==> config.mk <==
export PLATFORM = sky130hd
export DESIGN_NAME = uart_word_rx
export DESIGN_NICKNAME = d
export VERILOG_FILES = /design/src/rtl/uwp_pkg.sv /design/src/rtl/uwp_tick_gen.sv /design/src/rtl/uwp_rx_frame.sv /design/src/rtl/uwp_stale_timer.sv /design/src/rtl/uwp_word_fifo.sv /design/src/rtl/uart_word_rx.sv
export SDC_FILE = /design/constraint.sdc
export NUM_CORES = 1
export LEC_CHECK = 0
export BUFFER_PORTS_ARGS = -buffer_cell sky130_fd_sc_hd__buf_4
export CAP_MARGIN = 10
export CORE_UTILIZATION = 56
export DETAILED_ROUTE_END_ITERATION = 6
export PLACE_DENSITY = 0.8
export SYNTH_ARGS = -nofsm -noshare
export SYNTH_HDL_FRONTEND = slang
export SYNTH_SLANG_ARGS = --single-unit
==> constraint.sdc <==
create_clock -name clk -period 7.1 [get_ports clk]
set_input_delay 1.42 -clock clk [delete_from_list [all_inputs] [get_ports clk]]
set_output_delay 1.42 -clock clk [all_outputs]
set_load 0.01 [all_outputs]
==> src/rtl/uwp_pkg.sv <==
// Shared constants and types for the UART receive word packer.
package uwp_pkg;
    // Register addresses
    localparam logic [2:0] ADDR_CMD   = 3'd0;
    localparam logic [2:0] ADDR_STAT  = 3'd1;
    localparam logic [2:0] ADDR_ISR   = 3'd2;
    localparam logic [2:0] ADDR_DATA  = 3'd3;
    localparam logic [2:0] ADDR_XCNT  = 3'd4;
    localparam logic [2:0] ADDR_SNAP  = 3'd5;
    localparam logic [2:0] ADDR_STALE = 3'd6;
    localparam logic [2:0] ADDR_BAUD  = 3'd7;

    // Command bit positions
    localparam int CMD_RX_EN     = 0;
    localparam int CMD_RX_RST    = 1;
    localparam int CMD_ERR_CLR   = 2;
    localparam int CMD_STALE_CLR = 3;
    localparam int CMD_STALE_ON  = 4;
    localparam int CMD_STALE_OFF = 5;

    // Oversampling and frame length
    localparam int OSR        = 16;
    localparam int FRAME_BITS = 10;

    typedef enum logic [2:0] {
        F_IDLE,
        F_START,
        F_DATA,
        F_STOP,
        F_BREAK
    } frame_state_e;
endpackage

==> src/rtl/uwp_tick_gen.sv <==
// Baud tick generator: one-cycle tick every div clocks (div 0 acts as 1).
// Assumes div is changed only while the line is idle.
module uwp_tick_gen #(
    parameter int DIV_W = 16
) (
    input  logic             clk,
    input  logic             rst_n,
    input  logic [DIV_W-1:0] div,
    output logic             tick
);
    logic [DIV_W-1:0] cnt;

    always_comb tick = (div <= DIV_W'(1)) || (cnt >= div - DIV_W'(1));

    // Free-running divider counter
    always_ff @(posedge clk) begin
        if (!rst_n || tick) cnt <= '0;
        else                cnt <= cnt + DIV_W'(1);
    end
endmodule

==> src/rtl/uwp_rx_frame.sv <==
// Serial frame receiver, 8-N-1, sampled on 16x ticks near mid-bit.
// Assumes rx_in is asynchronous (double-synchronised here). A bad stop bit
// drops the character and waits for the line to return high.
module uwp_rx_frame #(
    parameter int OSR = 16
) (
    input  logic       clk,
    input  logic       rst_n,
    input  logic       clr,
    input  logic       tick,
    input  logic       rx_in,
    output logic       busy,
    output logic       ch_valid,
    output logic [7:0] ch_data
);
    import uwp_pkg::*;
    localparam int OSW  = $clog2(OSR);
    localparam int HALF = OSR / 2;

    logic [1:0]     sync_q;
    logic           rx_s;
    frame_state_e   state;
    logic [OSW-1:0] tcnt;
    logic [2:0]     bitn;
    logic [7:0]     shreg;

    always_comb rx_s = sync_q[1];
    always_comb busy = (state != F_IDLE);
    always_comb ch_data = shreg;

    // Two-stage input synchroniser, idle high
    always_ff @(posedge clk) begin
        if (!rst_n) sync_q <= 2'b11;
        else        sync_q <= {sync_q[0], rx_in};
    end

    // Frame state machine
    always_ff @(posedge clk) begin
        if (!rst_n || clr) begin
            state    <= F_IDLE;
            tcnt     <= '0;
            bitn     <= '0;
            shreg    <= '0;
            ch_valid <= 1'b0;
        end else begin
            ch_valid <= 1'b0;
            case (state)
                F_IDLE: begin
                    if (!rx_s) begin
                        state <= F_START;
                        tcnt  <= '0;
                    end
                end
                F_START: begin
                    if (tick) begin
                        if (tcnt == OSW'(HALF - 1)) begin
                            tcnt <= '0;
                            bitn <= '0;
                            state <= rx_s ? F_IDLE : F_DATA;
                        end else begin
                            tcnt <= tcnt + OSW'(1);
                        end
                    end
                end
                F_DATA: begin
                    if (tick) begin
                        if (tcnt == OSW'(OSR - 1)) begin
                            tcnt  <= '0;
                            shreg <= {rx_s, shreg[7:1]};
                            if (bitn == 3'd7) state <= F_STOP;
                            else              bitn  <= bitn + 3'd1;
                        end else begin
                            tcnt <= tcnt + OSW'(1);
                        end
                    end
                end
                F_STOP: begin
                    if (tick) begin
                        if (tcnt == OSW'(OSR - 1)) begin
                            tcnt <= '0;
                            if (rx_s) begin
                                ch_valid <= 1'b1;
                                state    <= F_IDLE;
                            end else begin
                                state    <= F_BREAK;
                            end
                        end else begin
                            tcnt <= tcnt + OSW'(1);
                        end
                    end
                end
                F_BREAK: begin
                    if (rx_s) state <= F_IDLE;
                end
                default: state <= F_IDLE;
            endcase
        end
    end
endmodule

==> src/rtl/uwp_stale_timer.sv <==
// Idle timer counted in character times; pulses evt after limit quiet
// character times. Assumes restart is asserted on every received character.
module uwp_stale_timer #(
    parameter int TMO_W      = 8,
    parameter int CHAR_TICKS = 160
) (
    input  logic             clk,
    input  logic             rst_n,
    input  logic             tick,
    input  logic             run,
    input  logic             restart,
    input  logic [TMO_W-1:0] limit,
    output logic             evt
);
    localparam int SUB_W = $clog2(CHAR_TICKS);

    logic [SUB_W-1:0] sub;
    logic [TMO_W:0]   chars;
    logic [TMO_W:0]   lim_eff;

    always_comb lim_eff = (limit == '0) ? (TMO_W+1)'(1) : {1'b0, limit};

    // Character-time sub-counter and quiet-character counter
    always_ff @(posedge clk) begin
        if (!rst_n || restart) begin
            sub   <= '0;
            chars <= '0;
            evt   <= 1'b0;
        end else begin
            evt <= 1'b0;
            if (run && tick) begin
                if (sub == SUB_W'(CHAR_TICKS - 1)) begin
                    sub <= '0;
                    if (chars + (TMO_W+1)'(1) >= lim_eff) begin
                        chars <= '0;
                        evt   <= 1'b1;
                    end else begin
                        chars <= chars + (TMO_W+1)'(1);
                    end
                end else begin
                    sub <= sub + SUB_W'(1);
                end
            end
        end
    end
endmodule

==> src/rtl/uwp_word_fifo.sv <==
// Receive word FIFO. A push into a full FIFO is dropped unless a pop
// happens in the same cycle. The flush input empties it.
module uwp_word_fifo #(
    parameter int W     = 32,
    parameter int DEPTH = 8
) (
    input  logic          clk,
    input  logic          rst_n,
    input  logic          flush,
    input  logic          push,
    input  logic          pop,
    input  logic [W-1:0]  wdata,
    output logic [W-1:0]  rdata,
    output logic          empty,
    output logic          full,
    output logic [$clog2(DEPTH+1)-1:0] level
);
    localparam int AW = (DEPTH > 1) ? $clog2(DEPTH) : 1;
    localparam int LW = $clog2(DEPTH + 1);

    logic [W-1:0]  mem [DEPTH];
    logic [AW-1:0] wptr, rptr;
    logic          do_push, do_pop;

    always_comb begin
        empty   = (level == '0);
        full    = (level == LW'(DEPTH));
        do_pop  = pop && !empty;
        do_push = push && (!full || do_pop);
        rdata   = mem[rptr];
    end

    // Storage write
    always_ff @(posedge clk) begin
        if (do_push && !flush) mem[wptr] <= wdata;
    end

    // Pointers and level
    always_ff @(posedge clk) begin
        if (!rst_n || flush) begin
            wptr  <= '0;
            rptr  <= '0;
            level <= '0;
        end else begin
            if (do_push) wptr <= (wptr == AW'(DEPTH - 1)) ? '0 : wptr + AW'(1);
            if (do_pop)  rptr <= (rptr == AW'(DEPTH - 1)) ? '0 : rptr + AW'(1);
            level <= level + LW'(do_push) - LW'(do_pop);
        end
    end
endmodule

==> src/rtl/uart_word_rx.sv <==
// UART receive word packer: receives 8-N-1 characters, packs four per
// 32-bit word into a FIFO, closes transfers on a character count or an
// idle (stale) timeout, and keeps a snapshot of each transfer's count.
// Assumes register accesses are single-cycle strobes.
module uart_word_rx #(
    parameter int FIFO_DEPTH  = 8,
    parameter int CNT_W       = 16,
    parameter int TMO_W       = 8,
    parameter int DIV_W       = 16,
    parameter int TMO_RST     = 4,
    parameter int DIV_RST     = 1
) (
    input  logic        clk,
    input  logic        rst_n,
    input  logic        rx_in,
    input  logic        reg_wr,
    input  logic        reg_rd,
    input  logic [2:0]  reg_addr,
    input  logic [31:0] reg_wdata,
    output logic [31:0] reg_rdata
);
    import uwp_pkg::*;
    localparam int CHAR_TICKS = OSR * FRAME_BITS;
    localparam int LW         = $clog2(FIFO_DEPTH + 1);

    // Configuration and state
    logic             rx_en, stale_en;
    logic [DIV_W-1:0] div_q;
    logic [TMO_W-1:0] tmo_q;
    logic [CNT_W-1:0] xcnt_q, snap_q, char_cnt;
    logic             xfer_active;
    logic [31:0]      pack_word;
    logic [1:0]       pack_fill;
    logic             overrun_q, stale_q;

    // Decoded commands and strobes
    logic cmd_wr, cmd_rx_en, cmd_rx_rst, cmd_err_clr, cmd_stale_clr;
    logic cmd_stale_on, cmd_stale_off, xcnt_wr;

    // Datapath nets
    logic        tick, busy, ch_raw, ch_valid, stale_evt, timer_run;
    logic [7:0]  ch_data;
    logic [31:0] merged, push_data, fifo_rdata;
    logic        cnt_hit, push, pop, fifo_empty, fifo_full, word_lost;
    logic [LW-1:0] fifo_lvl;

    always_comb begin
        cmd_wr        = reg_wr && (reg_addr == ADDR_CMD);
        cmd_rx_en     = cmd_wr && reg_wdata[CMD_RX_EN];
        cmd_rx_rst    = cmd_wr && reg_wdata[CMD_RX_RST];
        cmd_err_clr   = cmd_wr && reg_wdata[CMD_ERR_CLR];
        cmd_stale_clr = cmd_wr && reg_wdata[CMD_STALE_CLR];
        cmd_stale_on  = cmd_wr && reg_wdata[CMD_STALE_ON];
        cmd_stale_off = cmd_wr && reg_wdata[CMD_STALE_OFF];
        xcnt_wr       = reg_wr && (reg_addr == ADDR_XCNT);
    end

    uwp_tick_gen #(.DIV_W(DIV_W)) u_tick (
        .clk(clk), .rst_n(rst_n), .div(div_q), .tick(tick)
    );

    uwp_rx_frame #(.OSR(OSR)) u_frame (
        .clk(clk), .rst_n(rst_n), .clr(cmd_rx_rst), .tick(tick),
        .rx_in(rx_in), .busy(busy), .ch_valid(ch_raw), .ch_data(ch_data)
    );

    always_comb begin
        ch_valid  = ch_raw && rx_en && !cmd_rx_rst;
        timer_run = stale_en && rx_en && !busy && (pack_fill != 2'd0 || xfer_active);
    end

    uwp_stale_timer #(.TMO_W(TMO_W), .CHAR_TICKS(CHAR_TICKS)) u_stale (
        .clk(clk), .rst_n(rst_n), .tick(tick), .run(timer_run),
        .restart(ch_valid || cmd_rx_rst || xcnt_wr || cmd_stale_off),
        .limit(tmo_q), .evt(stale_evt)
    );

    // Merge the incoming character into its byte lane and decide pushes
    always_comb begin
        merged = pack_word;
        merged[8*pack_fill +: 8] = ch_data;
        cnt_hit   = ch_valid && xfer_active && (char_cnt + CNT_W'(1) == xcnt_q);
        push      = !cmd_rx_rst &&
                    ((ch_valid && (pack_fill == 2'd3 || cnt_hit)) ||
                     (stale_evt && stale_en && pack_fill != 2'd0));
        push_data = ch_valid ? merged : pack_word;
        pop       = reg_rd && (reg_addr == ADDR_DATA);
        word_lost = push && fifo_full && !pop;
    end

    uwp_word_fifo #(.W(32), .DEPTH(FIFO_DEPTH)) u_fifo (
        .clk(clk), .rst_n(rst_n), .flush(cmd_rx_rst), .push(push), .pop(pop),
        .wdata(push_data), .rdata(fifo_rdata), .empty(fifo_empty),
        .full(fifo_full), .level(fifo_lvl)
    );

    // Configuration registers and mode bits
    always_ff @(posedge clk) begin
        if (!rst_n) begin
            rx_en    <= 1'b0;
            stale_en <= 1'b0;
            div_q    <= DIV_W'(DIV_RST);
            tmo_q    <= TMO_W'(TMO_RST);
            xcnt_q   <= '0;
        end else begin
            if (cmd_rx_en)     rx_en    <= 1'b1;
            if (cmd_stale_on)  stale_en <= 1'b1;
            if (cmd_stale_off) stale_en <= 1'b0;
            if (reg_wr && reg_addr == ADDR_BAUD)  div_q <= reg_wdata[DIV_W-1:0];
            if (reg_wr && reg_addr == ADDR_STALE) tmo_q <= reg_wdata[TMO_W-1:0];
            if (xcnt_wr) xcnt_q <= reg_wdata[CNT_W-1:0];
        end
    end

    // Word packing state
    always_ff @(posedge clk) begin
        if (!rst_n || cmd_rx_rst) begin
            pack_word <= '0;
            pack_fill <= '0;
        end else if (push) begin
            pack_word <= '0;
            pack_fill <= '0;
        end else if (ch_valid) begin
            pack_word <= merged;
            pack_fill <= pack_fill + 2'd1;
        end
    end

    // Transfer tracking and snapshot
    always_ff @(posedge clk) begin
        if (!rst_n) begin
            xfer_active <= 1'b0;
            char_cnt    <= '0;
            snap_q      <= '0;
        end else if (cmd_rx_rst) begin
            xfer_active <= 1'b0;
            char_cnt    <= '0;
        end else if (xcnt_wr) begin
            xfer_active <= (reg_wdata[CNT_W-1:0] != '0);
            char_cnt    <= '0;
        end else if (cnt_hit) begin
            xfer_active <= 1'b0;
            snap_q      <= char_cnt + CNT_W'(1);
        end else if (stale_evt && stale_en && xfer_active) begin
            xfer_active <= 1'b0;
            snap_q      <= char_cnt;
        end else if (ch_valid && xfer_active) begin
            char_cnt    <= char_cnt + CNT_W'(1);
        end
    end

    // Sticky error and interrupt flags
    always_ff @(posedge clk) begin
        if (!rst_n) begin
            overrun_q <= 1'b0;
            stale_q   <= 1'b0;
        end else begin
            if (cmd_err_clr) overrun_q <= 1'b0;
            if (word_lost)   overrun_q <= 1'b1;
            if (cmd_stale_clr) stale_q <= 1'b0;
            if (stale_evt && stale_en) stale_q <= 1'b1;
        end
    end

    // Read data mux
    always_comb begin
        case (reg_addr)
            ADDR_STAT:  reg_rdata = {28'd0, rx_en, xfer_active, overrun_q, !fifo_empty};
            ADDR_ISR:   reg_rdata = {31'd0, stale_q};
            ADDR_DATA:  reg_rdata = fifo_empty ? 32'd0 : fifo_rdata;
            ADDR_XCNT:  reg_rdata = 32'(xcnt_q);
            ADDR_SNAP:  reg_rdata = 32'(snap_q);
            ADDR_STALE: reg_rdata = 32'(tmo_q);
            ADDR_BAUD:  reg_rdata = 32'(div_q);
            default:    reg_rdata = 32'd0;
        endcase
    end
endmodule

==> summary.txt, run 1 <==
Outcome
  • Status: finished, final reports clean

Placement
  • Pre-CTS WS: 1.69 ns
  • Inst Count DP: 2104
  • Dpl hpwl: 29600 um
  • IO Port Bufs: 55
  • Final Wtd Congestion: 0.949

Critical path
  • Reg2Reg Launch Point: char_cnt[0]
  • CP Data Required Time: 5.68 ns
  • Top fanout value on the critical path: 27
  • Worst R2R Path Depth: 10
  • Arrival @ worst endpoint: 3.48 ns
  • R2R Path End: u_fifo.mem[1][10]
  • R2r setup slk: 2.46 ns
  • Critical path type: in -> out
  • Crit path capture type: output port
  • Kind of start point of the critical path: input port

Min path
  • Hold depth: 1
  • End of the worst hold path: u_frame.sync_q[1]
  • Hold crit path type: reg -> reg
  • Min-delay src: u_frame.sync_q[0]

STA
  • Final setup viols: 0
  • Period minus WS final: 4.90 ns
  • Max Fclk: 204 MHz
  • Final Slew Violations: 0
  • Unrepaired setup endpoints after global routing: no
  • Final Cycle Share: 0.690
  • Final hold vios: 0
  • Skew final: 0.0375 ns
  • TNS Setup: 0 ns
  • Worst-Margin Slew: 1.31 ns
  • Rel. slew slack: 0.124
  • Smallest setup slack after layout: 2.20 ns

Global routing
  • GR peak layer: met2
  • Met3 Track Usage GR: 0.0458
  • Met2 Use GR: 0.430
  • Pin count of the biggest net entering global routing: 49
  • Vias in the first global route: 13347
  • GR Util All Layers: 0.269
  • Met1 Usage GRT: 0.353
  • Initial antenna violation count: 0
  • Grt total ovfl: 0
  • First-pass GRT wire length: 74800 um

Layout
  • Fillcell total: 2468
  • Final non-filler cell total: 2185
  • Multi-input logic area: 8120 um^2
  • Seq. cell area: 11300 um^2
  • Antenna cell count: 0
  • Final nets: 1784
  • Synth-to-Final Area Change: 11.4%
  • Final design utilization: 0.640
  • Layout cells sized above 1: 0.157

Synthesis
  • EDFF count, synth: 256
  • Avg Cell Area, Syn: 11.9 um^2
  • Most used DFF post-synth: edfxtp_1
  • Ys Warns: 0
  • Post-Synthesis Cell Area: 20000 um^2
  • Syn Nets: 1765
  • Post-synthesis cell type count: 90
  • Synthesized flop and latch total: 435
  • Synth async-reset ratio: 0
  • Mapped Cells: 1676
  • Seq/Total Area, Yosys: 0.564

CTS
  • Clock sink count: 435
  • Inserted Clock Buffers: 44
  • CTS Buffer Depth: 3
  • CTS tree: yes
  • # Post-CTS Setup Buffers: 0
  • Worst skew pair latency: 0.59 ns
  • CTS Hold Bufs: 0
  • CTS resizes: 0
  • Root buffer cell: clkbuf_16
  • CTS H-tree depth: 2
  • Worst-path clk slew: 0.06 ns

Flow run
  • Max-cap violations: 0

Drt
  • DRT iter0 DRCs: 1417
  • DRT Pass-1 Iters: 5
  • Final wirelength: 48300 um
  • Detailed-route DRC error count: 0
  • Post-route ant nets: 0
  • Vias post-DR: 13748
  • Routed len/inst: 22.1 um
  • Vias per inst: 6.29

Pwr
  • Final Total Pwr: 5380 uW
  • Leakage: 0.00735 uW
  • Peak VDD IR: 0.000217 V
  • Power per cell area: 242 nW/um^2

Die
  • Core area: 34800 um^2
  • Rows: 68
  • Die Area: 36400 um^2
  • Io pins: 72
  • Die width: 191 um
  • DIE HEIGHT: 191 um
  • Initial Utilization: 0.574
## flip-flops by register name, indices dropped and copies added (netlist names), 2 cells and up, named ones only
register	count
u_fifo.mem	256
pack_word	32
char_cnt	16
div_q	16
snap_q	16
u_tick.cnt	16
xcnt_q	16
u_stale.chars	9
tmo_q	8
u_frame.ch_data	8
u_stale.sub	8
u_fifo.level	4
u_frame.tcnt	4
u_fifo.rptr	3
u_fifo.wptr	3
u_frame.bitn	3
u_frame.state	3
pack_fill	2
u_frame.sync_q	2
## cell families (layout without fill, tap and decap cells)
| kind of cell | after synthesis | in the layout | share of synthesized area |
|---|---|---|---|
| AND/OR/NAND/NOR | 584 | 584 | 0.145 |
| XOR/XNOR | 74 | 74 | 0.0324 |
| flip-flops | 435 | 435 | 0.564 |
| adder cells (fa/ha/maj) | 49 | 49 | 0.0311 |
| multiplexers | 128 | 128 | 0.110 |
| buffers and inverters | 139 | 193 | 0.0321 |
| AO/OA/AOI/OAI | 267 | 267 | 0.0851 |
## Yosys cell counts, types with 13 or more instances
| cell type | instances | area (um^2) |
|---|---|---|
| a21o_1 | 13 | 97.6 |
| inv_1 | 40 | 150 |
| a21oi_1 | 84 | 420 |
| mux4_2 | 72 | 1620 |
| o21ai_0 | 75 | 375 |
| xor2_1 | 23 | 201 |
| xnor2_1 | 51 | 447 |
| nor2b_1 | 42 | 263 |
| nand3_1 | 20 | 100 |
| dfxtp_1 | 179 | 3580 |
| nand4_1 | 17 | 106 |
| nor3_1 | 42 | 210 |
| clkbuf_1 | 54 | 203 |
| nor2_1 | 107 | 402 |
| edfxtp_1 | 256 | 7690 |
| buf_1 | 14 | 52.6 |
| nor4_1 | 24 | 150 |
| ha_1 | 48 | 601 |
| mux2i_1 | 48 | 480 |
| or4_1 | 20 | 150 |
| and3_1 | 14 | 87.6 |
| o31ai_1 | 15 | 113 |
| nand2_1 | 234 | 878 |
## per-layer routing
metal | routed length (um) | vias to the layer above
met3 | 3500 | 120
li1 | - | 6227
met2 | 23100 | 601
met1 | 19500 | 6800
met4 | 2190 | 0
met5 | 0 | -
## cell usage in the layout, fill, tap and decap left out, types with 5 or more instances in the layout
master     count
edfxtp_1     256
nand4_1       17
or4_1         20
ha_1          48
dfxtp_1      176
mux2_2         8
o211ai_1       6
a211oi_1       6
clkbuf_16     44
o31ai_1       15
nor2b_1       42
a21o_1        13
nand2_1      234
inv_1         40
nor3_1        40
mux4_2        72
xor2_1        23
clkinv_2       7
nor4_1        20
a21oi_1       84
nor4_2         5
clkbuf_8       7
a22o_1         9
o221ai_1       6
or3_1         10
nand3_1       20
buf_4         71
nor2_1       107
and3_1        14
nand2b_1       9
xnor2_1       51
a31oi_1        6
mux2i_1       48
o21ai_0       75
o21ai_1        5
bufinv_16      8
## area by class of cell
class                           instances  area share
Sequential cell                       435       0.507
Timing Repair Buffer                   71      0.0239
Tap cell                              455      0.0256
Clock inverter                         26      0.0179
Inverter                               41     0.00703
Multi-Input combinational cell       1102       0.365
Clock buffer                           55      0.0545
## how the worst max path moves through the flow
stage / cells past startpoint / to / from
floorplan: 11 / u_fifo.mem[0][0] / reg_addr[1]
global placement: 11 / u_fifo.mem[1][24] / reg_addr[1]
detailed placement: 11 / u_fifo.mem[1][12] / reg_addr[1]
CTS: 11 / u_fifo.mem[1][10] / reg_addr[1]
global route: 11 / u_fifo.mem[1][10] / reg_addr[1]
finish: 6 / reg_rdata[3] / reg_addr[1]
## through the flow
stage | hold WS (ns) | cell area (um^2)
2_1_floorplan | 0.386 | 20000
3_3_place_gp | 0.403 | 20700
3_5_place_dp | 0.404 | 20700
4_1_cts | 0.420 | 22300
5_1_grt | 0.433 | 22300
6_report | 0.414 | 22300
## worst max-delay path, stage by stage
cell and delay [ns]:
buf_4 0.32, nand2_1 0.12, nor2_1 0.27, nand2_1 0.49, o221ai_1 0.63, buf_4 0.22
## where the power goes
group | leakage, uW | switching, uW | internal, uW
sequential | 0.00363 | 16.2 | 2650
combinational | 0.00294 | 115 | 67.4
clock | 0.000782 | 1010 | 1520
total | 0.00735 | 1150 | 4240
Power figures use the tool's default switching activity.
==> inputs of run 2 (changes only) <==
--- a/config.mk
+++ b/config.mk
@@ -7,9 +7,9 @@
 export LEC_CHECK = 0
 export BUFFER_PORTS_ARGS = -buffer_cell sky130_fd_sc_hd__buf_4
 export CAP_MARGIN = 10
-export CORE_UTILIZATION = 56
+export CORE_UTILIZATION = 62
 export DETAILED_ROUTE_END_ITERATION = 6
-export PLACE_DENSITY = 0.8
+export PLACE_DENSITY = 0.84
 export SYNTH_ARGS = -nofsm -noshare
 export SYNTH_HDL_FRONTEND = slang
 export SYNTH_SLANG_ARGS = --single-unit
==> constraint.sdc (replaced) <==
create_clock -name clk -period 4.7 [get_ports clk]
set_input_delay 0.94 -clock clk [delete_from_list [all_inputs] [get_ports clk]]
set_output_delay 0.94 -clock clk [all_outputs]
set_load 0.01 [all_outputs]
==> run 2 against run 1 <==
- the run now ends with design-rule violations left
- first-iteration DRC count decreased by 1.3%
- cell count decreased by 1.9%
- largest cell class unchanged
- sequential share of layout area decreased by 0.32 points
- worst hold slack improved by 0.046 ns
- die area decreased by 9.6%
- cell area increased by 0.63%
- sequential power increased by 51%
- critical endpoint is now u_frame.bitn[1]
==> summary.txt, run 2 (synthesis results as in run 1) <==
STA
  • Max Fclk: 244 MHz
  • Period minus WS final: 4.10 ns
  • Worst-Margin Slew: 1.17 ns
  • Skew final: 0.0325 ns
  • Final setup viols: 0
  • Final Cycle Share: 0.873
  • Rel. slew slack: 0.214
  • Smallest setup slack after layout: 0.597 ns
  • Unrepaired setup endpoints after global routing: no
  • Final hold vios: 0
  • Final Slew Violations: 0

Layout
  • Layout cells sized above 1: 0.160
  • Final non-filler cell total: 2143
  • Largest Register: u_fifo.mem
  • Most common cell after layout, fill and taps aside: edfxtp_1
  • Synth-to-Final Area Change: 12.1%
  • Fillcell total: 2014
  • Top Registers: u_fifo.mem: 256 flops, pack_word: 32 flops
  • Leading cell types in the layout, fill and taps excluded: edfxtp_1, nand2_1, dfxtp_1
  • Antenna cell count: 0
  • Number of flip-flops in the largest register: 256
  • Final nets: 1796
  • Final instance area: 22400 um^2

Critical path
  • Kind of start point of the critical path: flip-flop
  • Critical path type: reg -> reg
  • Arrival @ worst endpoint: 4.55 ns
  • Crit path capture type: flip-flop
  • CP Data Required Time: 5.15 ns
  • R2r setup slk: 0.60 ns
  • Top fanout value on the critical path: 15
  • Reg2Reg Launch Point: div_q[4]
  • R2R Path End: u_frame.bitn[1]
  • Worst R2R Path Depth: 14

Global routing
  • Vias in the first global route: 13979
  • Initial antenna violation count: 0
  • Grt total ovfl: 0
  • Pin count of the biggest net entering global routing: 49
  • First-pass GRT wire length: 76400 um
  • GR Util All Layers: 0.300

Placement
  • Final Wtd Congestion: 0.969
  • Inst Count DP: 2064
  • Dpl hpwl: 30500 um
  • Placed Area: 20800 um^2
  • IO Port Bufs: 55
  • Pre-CTS WS: 0.699 ns

Pwr
  • Peak VDD IR: 0.000367 V
  • Power per cell area: 362 nW/um^2
  • Leakage: 0.00711 uW
  • Final Total Pwr: 8120 uW

CTS
  • CTS H-tree depth: 2
  • CTS Buffer Depth: 3
  • Worst-path clk slew: 0.06 ns
  • CTS Hold Bufs: 0
  • Worst skew pair latency: 0.59 ns
  • Inserted Clock Buffers: 43
  • CTS resizes: 0
  • CTS tree: yes
  • # Post-CTS Setup Buffers: 0
  • Root buffer cell: clkbuf_16
  • Clock sink count: 435

Drt
  • Post-route ant nets: 0
  • DRT iter0 DRCs: 1398
  • Routed len/inst: 22.7 um
  • Vias post-DR: 13945
  • Vias per inst: 6.51
  • Final wirelength: 48700 um
  • DRT Pass-1 Iters: 7
  • Detailed-route DRC error count: 5

Die
  • Io pins: 72
  • Rows: 65
  • Core area: 31600 um^2
  • Die width: 182 um
  • Initial Utilization: 0.631
  • Die Area: 32900 um^2
  • DIE HEIGHT: 182 um

Flow run
  • Max-cap violations: 0

Min path
  • End of the worst hold path: u_frame.sync_q[1]
  • Hold depth: 1
  • Hold crit path type: reg -> reg
  • Min-delay src: u_frame.sync_q[0]

Outcome
  • Violated checks: design-rule violations
  • Status: finished with violations
-- run 2: cell types whose count changed in the layout (fill, tap and decap cells not counted), sizes merged --
cell / delta
clkinv: -1
clkbuf: -1
bufinv: +1
clkinvlp: -3
buf: +13
inv: +2
-- run 2: critical path, cell delays in order, from the launching register on --
cell and delay (ns):
dfxtp_1 0.39, or4_1 0.60, or2_2 0.34, nor3_1 0.22, xnor2_1 0.15, ha_1 0.27
a21o_1 0.19, a21o_1 0.18, a32oi_1 0.16, o211ai_1 0.12, a21oi_1 0.13, buf_4 0.25
nand2b_1 0.58, nor3_1 0.15, a32o_1 0.25
-- run 2: power by group --
part / internal (uW) / switching (uW) / leakage, uW
registers: 4000 / 24.8 / 0.00332
logic: 110 / 179 / 0.00301
clock network: 2300 / 1500 / 0.000778
total: 6410 / 1710 / 0.00711
-- run 2: final cells by class --
| type | count | area (um^2) | share of cell area |
|---|---|---|---|
| flip-flops and latches | 435 | 11300 | 0.503 |
| multi-input cells | 1102 | 8150 | 0.364 |
| clock buffers | 54 | 1180 | 0.0526 |
| repair buffers | 84 | 731 | 0.0326 |
| well taps | 402 | 503 | 0.0225 |
| clock inverters | 25 | 408 | 0.0182 |
| inverters | 41 | 156 | 0.00698 |
-- run 2: how the worst max path moves through the flow --
stage,start,end,slack [ns],depth (start not counted)
2_1_floorplan,reg_addr[1],u_fifo.mem[3][0],-0.87,11
3_3_place_gp,div_q[4],u_frame.bitn[1],0.75,14
3_5_place_dp,div_q[4],u_frame.bitn[2],0.70,14
4_1_cts,div_q[4],u_frame.bitn[1],0.62,14
5_1_grt,div_q[4],u_frame.bitn[1],0.40,14
6_report,div_q[4],u_frame.bitn[1],0.60,14
-- run 2: per-layer routing --
metal / routed length [um] / GRT usage / vias to the layer above / share of wire
li1: - / - / 6261 / -
met1: 18700 / 0.386 / 6856 / 0.38
met2: 24100 / 0.500 / 690 / 0.49
met3: 3880 / 0.0463 / 138 / 0.080
met4: 2100 / 0.151 / 0 / 0.043
met5: 0 / 0 / - / 0
-- run 2: stage by stage --
stage	hold slack, ns	TNS [ns]	utilization
floorplan	0.386	-117.52	-
global placement	0.445	0	0.658
detailed placement	0.436	0	0.658
CTS	0.464	0	0.708
global route	0.481	0	0.708
finish	0.461	0	0.708
